**src/rtl/alias_pref_pkg.sv**
```systemverilog
package alias_pref_pkg;
    localparam int FIELD_W  = 6;
    localparam int LANE_W   = 16;
    localparam int LANE_BW  = $clog2(LANE_W);
    localparam int WIDE_W   = 1 << FIELD_W;
    localparam int NARROW_W = 1 << (FIELD_W - 1);
    localparam int CALC_W   = FIELD_W + 1;
    localparam int INV_SPAN = LANE_W - 1;

    typedef logic [FIELD_W-1:0]        field_t;
    typedef logic signed [CALC_W-1:0]  calc_t;
endpackage

```
**src/rtl/extract_rule.sv**
```systemverilog
module extract_rule
    import alias_pref_pkg::*;
(
    input  logic   wide_sel,
    input  logic   unsigned_op,
    input  field_t len_field,
    input  field_t rot_field,
    output logic   insert_form,
    output logic   extract_pref
);
    logic [CALC_W-1:0] gap;
    logic              shift_form;
    logic              rot_zero;
    logic              ext_narrow;
    logic              ext_wide_signed;

    always_comb begin
        gap        = {1'b0, len_field} - {1'b0, rot_field};
        // borrow out of the subtract marks the insert form
        insert_form = gap[CALC_W-1];
        shift_form = (len_field == {wide_sel, {(FIELD_W-1){1'b1}}});
        rot_zero   = (rot_field == '0);
        ext_narrow = rot_zero && !wide_sel &&
                     (len_field == field_t'(7) || len_field == field_t'(15));
        ext_wide_signed = rot_zero && wide_sel && !unsigned_op &&
                     (len_field == field_t'(7) || len_field == field_t'(15) ||
                      len_field == field_t'(31));
        extract_pref = !(insert_form || shift_form || ext_narrow || ext_wide_signed);
    end
endmodule

```
**src/rtl/movewide_rule.sv**
```systemverilog
module movewide_rule
    import alias_pref_pkg::*;
(
    input  logic   wide_sel,
    input  logic   n_flag,
    input  field_t len_field,
    input  field_t rot_field,
    output logic   size_ok,
    output logic   movewide_pref
);
    logic [LANE_BW-1:0] neg_rot;
    calc_t              s_val;
    calc_t              ones_room;
    calc_t              inv_base;
    calc_t              zeros_room;
    logic               ones_fit;
    logic               zeros_fit;

    always_comb begin
        size_ok = wide_sel ? n_flag : (!n_flag && !len_field[FIELD_W-1]);
        s_val   = calc_t'({1'b0, len_field});
        neg_rot = LANE_BW'(0) - rot_field[LANE_BW-1:0];
        ones_room  = calc_t'(LANE_W - 1) - s_val;
        inv_base   = wide_sel ? calc_t'(WIDE_W - INV_SPAN) : calc_t'(NARROW_W - INV_SPAN);
        zeros_room = s_val - inv_base;
        ones_fit   = calc_t'({3'b000, neg_rot}) <= ones_room;
        zeros_fit  = calc_t'({3'b000, rot_field[LANE_BW-1:0]}) <= zeros_room;
        if (!size_ok) begin
            movewide_pref = 1'b0;
        end else if (s_val < calc_t'(LANE_W)) begin
            movewide_pref = ones_fit;
        end else if (s_val >= inv_base) begin
            movewide_pref = zeros_fit;
        end else begin
            movewide_pref = 1'b0;
        end
    end
endmodule

```
**src/rtl/alias_pref_classifier.sv**
```systemverilog
module alias_pref_classifier
    import alias_pref_pkg::*;
(
    input  logic                wide_sel,
    input  logic                unsigned_op,
    input  logic                n_flag,
    input  logic [FIELD_W-1:0]  len_field,
    input  logic [FIELD_W-1:0]  rot_field,
    output logic                extract_pref,
    output logic                movewide_pref
);
    logic insert_form;
    logic size_ok;

    extract_rule u_extract (
        .wide_sel     (wide_sel),
        .unsigned_op  (unsigned_op),
        .len_field    (len_field),
        .rot_field    (rot_field),
        .insert_form  (insert_form),
        .extract_pref (extract_pref)
    );

    movewide_rule u_movewide (
        .wide_sel      (wide_sel),
        .n_flag        (n_flag),
        .len_field     (len_field),
        .rot_field     (rot_field),
        .size_ok       (size_ok),
        .movewide_pref (movewide_pref)
    );

    always_comb begin

        insert_excl_chk: assert (!(len_field < rot_field) || !extract_pref);

        insert_flag_chk: assert ((len_field < rot_field) == insert_form);

        shift_excl_chk: assert (len_field != {wide_sel, 5'b11111} || !extract_pref);

        ext32_excl_chk: assert (!(rot_field == '0 && !wide_sel &&
                                 (len_field == 6'd7 || len_field == 6'd15)) || !extract_pref);

        size_gate_chk: assert (size_ok || !movewide_pref);

        mid_range_chk: assert (!(len_field >= 6'd16 &&
                                 int'(len_field) <= (wide_sel ? 48 : 16)) || !movewide_pref);
    end
endmodule

```
**config.mk**
```make
export PLATFORM = sky130hd
export DESIGN_NAME = alias_pref_classifier
export DESIGN_NICKNAME = d
export VERILOG_FILES = /design/src/rtl/alias_pref_pkg.sv /design/src/rtl/extract_rule.sv /design/src/rtl/movewide_rule.sv /design/src/rtl/alias_pref_classifier.sv
export SDC_FILE = /design/constraint.sdc
export NUM_CORES = 1
export LEC_CHECK = 0
export ABC_AREA = 1
export ABC_CLOCK_PERIOD_IN_PS = 2500
export CAP_MARGIN = 40
export CORE_MARGIN = 5
export CORE_UTILIZATION = 30
export DETAILED_ROUTE_END_ITERATION = 12
export PLACE_DENSITY = 0.59
export SYNTH_ARGS = -nofsm -noshare
export SYNTH_HDL_FRONTEND = slang
export SYNTH_SLANG_ARGS = --single-unit
```
**constraint.sdc**
```tcl
create_clock -name vclk -period 2.5
set_input_delay 0.375 -clock vclk [all_inputs]
set_output_delay 0.375 -clock vclk [all_outputs]
set_load 0.03 [all_outputs]
```
==> results of run 1 <==
## how the worst max path moves through the flow
| stage | to | slack [ns] |
|---|---|---|
| floorplan | movewide_pref | 0.43 |
| global placement | movewide_pref | -0.13 |
| detailed placement | movewide_pref | -0.13 |
| CTS | movewide_pref | 0.008 |
| global route | movewide_pref | -0.002 |
| finish | movewide_pref | 0.10 |
## timing repair
action | 4_1_cts | 5_1_grt
pin swaps | 3 | 5
resized for setup | 19 | 11
gates cloned | 0 | 0
endpoints found under the setup margin | 1 | 2
## per-stage QoR
stage	worst slack, ns	util	power [uW]	cells
5_1_grt	-0.00203	0.529	209	168
3_3_place_gp	-0.126	0.491	166	168
3_5_place_dp	-0.125	0.491	169	168
6_report	0.104	0.529	185	168
4_1_cts	0.00759	0.512	181	168
2_1_floorplan	0.435	-	90.3	105
## power groups by stage
stage               combinational [uW]  clock [uW]  sequential [uW]
floorplan                         90.3           0                0
global placement                   166           0                0
detailed placement                 169           0                0
CTS                                181           0                0
global route                       209           0                0
finish                             185           0                0
## critical path, delay by kind of cell
family          cells  cell delay, ns
buf+inv             2            0.71
compound gates      4            0.37
fa+ha+maj           1            0.28
xor+xnor            1            0.18
simple gates        1            0.09
## routing by layer
layer / global-route usage / vias up / part of all wire
met4: 0 / 0 / 0
met1: 0.129 / 317 / 0.47
met2: 0.214 / 13 / 0.50
met5: 0 / - / 0
li1: - / 421 / -
met3: 0.00928 / 0 / 0.033
## final cells by class
| class | count | area [sq um] |
|---|---|---|
| fill | 203 | 933 |
| timing repair buffer | 37 | 319 |
| multi-input combinational | 83 | 617 |
| tap | 27 | 33.8 |
| inverter | 21 | 78.8 |
## placed cells by master, fill, tap and decap left out, types with 3 or more instances in the layout
cell / count
nor2_1: 7
buf_4: 20
nand2_1: 19
a21oi_1: 7
inv_1: 15
ha_4: 3
dlygate4sd2_1: 3
nor2_4: 3
clkdlybuf4s50_1: 8
inv_2: 5
nor3_1: 3
ha_1: 14
nand3_1: 7
a21oi_2: 4
## logic make-up (layout without fill, tap and decap cells)
| group | count (synthesis) | count (layout) | share of synthesized area |
|---|---|---|---|
| adders and majority gates | 18 | 18 | 0.354 |
| buffers and inverters | 22 | 58 | 0.142 |
| AOI/OAI and AO/OA | 18 | 18 | 0.161 |
| xor gates and xnor gates | 2 | 2 | 0.0276 |
| and+or+nand+nor | 45 | 45 | 0.315 |
==> summary.md, run 1 <==
| Metric | Value |
|---|---|
| Status | `completed` |
| Reg area | `0 sq um` |
| WHS Path Cells | `6` |
| Lkg Pwr | `0.000543 uW` |
| Power Internal | `93.1 uW` |
| Slew HR | `0.817` |
| Avg Cell Area, Syn | `6.05 sq um` |
| Post-Layout Inst Area | `1050 sq um` |
| Hold_sp | `len_field[1]` |
| Clkbuf count | `0` |
| Sw frac | `0.495` |
| Power share of the sequential group | `0` |
| # DRC | `0` |
| DIE AREA | `3140 sq um` |
| DR iter-0 viols | `3` |
| Synth cell count leaders | `19 x nand2_1, 18 x ha_1, 18 x inv_1` |
| Global-route wire length before repair | `2910 um` |
| GPL Wtd Cong | `0.823` |
| Hold crit path type | `primary input to output pin` |
| Initial core utilization | `0.321` |
| WHS | `1.48 ns` |
| Critical Path Source | `rot_field[3]` |
| CP Cell Sequence | `clkdlybuf4s50_1, xor2_1, ha_1, a21oi_1, o21ai_1, nand3_1, o21ai_2, a21oi_2, buf_6` |
| Cells after synthesis | `105` |
| DPL Wire Length | `1510 um` |
| 1st-pass router iterations | `4` |
| Register area share after synthesis | `0` |
| Die Ht | `56.0 um` |
| Setup_tns | `0 ns` |
| Slowest CP cell | `clkdlybuf4s50_1` |
| Final #Nets | `176` |
| FMAX | `417 MHz` |
| WL per Instance | `10.2 um` |
| PortBufs | `17` |
| Sw Pwr | `91.4 uW` |
| I/O pins | `17` |
| Core area | `1980 sq um` |
| Number of global-route vias before repair | `732` |
| Synth Cell Area | `636 sq um` |
| Fraction of layout cells with a size suffix above 1 | `0.298` |
| CP Class | `primary input to output pin` |
| Initial antenna violation count | `0` |
| Pins Over Slew Limit | `0` |
| WL final | `1710 um` |
| Die Width | `56.0 um` |
| Unique masters post-synth | `20` |
| Antenna Diode Count | `0` |
| Vias/cell | `4.47` |
| Max-Cap Viols | `0` |
| # Post-CTS Setup Buffers | `0` |
| Post-route ant nets | `0` |
| Peak VDD IR | `82.9 uV` |
| Area added between synthesis and finish | `65.0%` |
| Critical Path Sink Type | `output pin` |
| Ys Warns | `0` |
| Worst slew pin tran | `0.274 ns` |
| GRT Util Overall | `0.107` |
| Num sequential | `0` |
| Crit path launch type | `primary input` |
| Cell with the most instances after synthesis | `nand2_1` |
| Yosys top cell area share | `0.354` |
| Min-Delay Endpoint | `extract_pref` |
| CP max stage delay | `0.57 ns` |
| Via count | `751` |
| Synth area leader | `ha_1` |
| Count of final setup violators | `0` |
| Final Hold Vio Count | `0` |
| Worst EP required | `2.12 ns` |
| Critical Path AT | `2.02 ns` |
| Synthesized Nets | `138` |
| FP Rows | `16` |
| Synth top area cells | `ha_1 35%, nand2_1 11%, inv_1 11%, a21oi_1 7.1%, nor2_1 6.5%` |
| CTS hold repair buffers | `0` |
| Period utilization | `0.958` |
| Total gr overflow | `0` |
| Comb power frac | `1.000` |
| Part of the power in the clock network | `0` |
| Crit path time final | `2.40 ns` |
| Placed inst area | `973 sq um` |
| Critical Path Fanout Max | `3` |
| Largest net degree at the start of global routing | `5` |
| Pwr/cell area | `176 nW/um^2` |
(Power assumes the default switching activity.)
==> run 2, diff against run 1 <==
- GPL_ROUTABILITY_DRIVEN: default -> 0
==> results of run 2 <==
Final layout, timing and power as in run 1 (identical DEF).
==> run 3, diff against run 2 <==
- CAP_MARGIN: 40 -> 20
- RECOVER_POWER: default -> 25
==> results of run 3 <==
Final layout, timing and power as in run 1 (identical DEF).
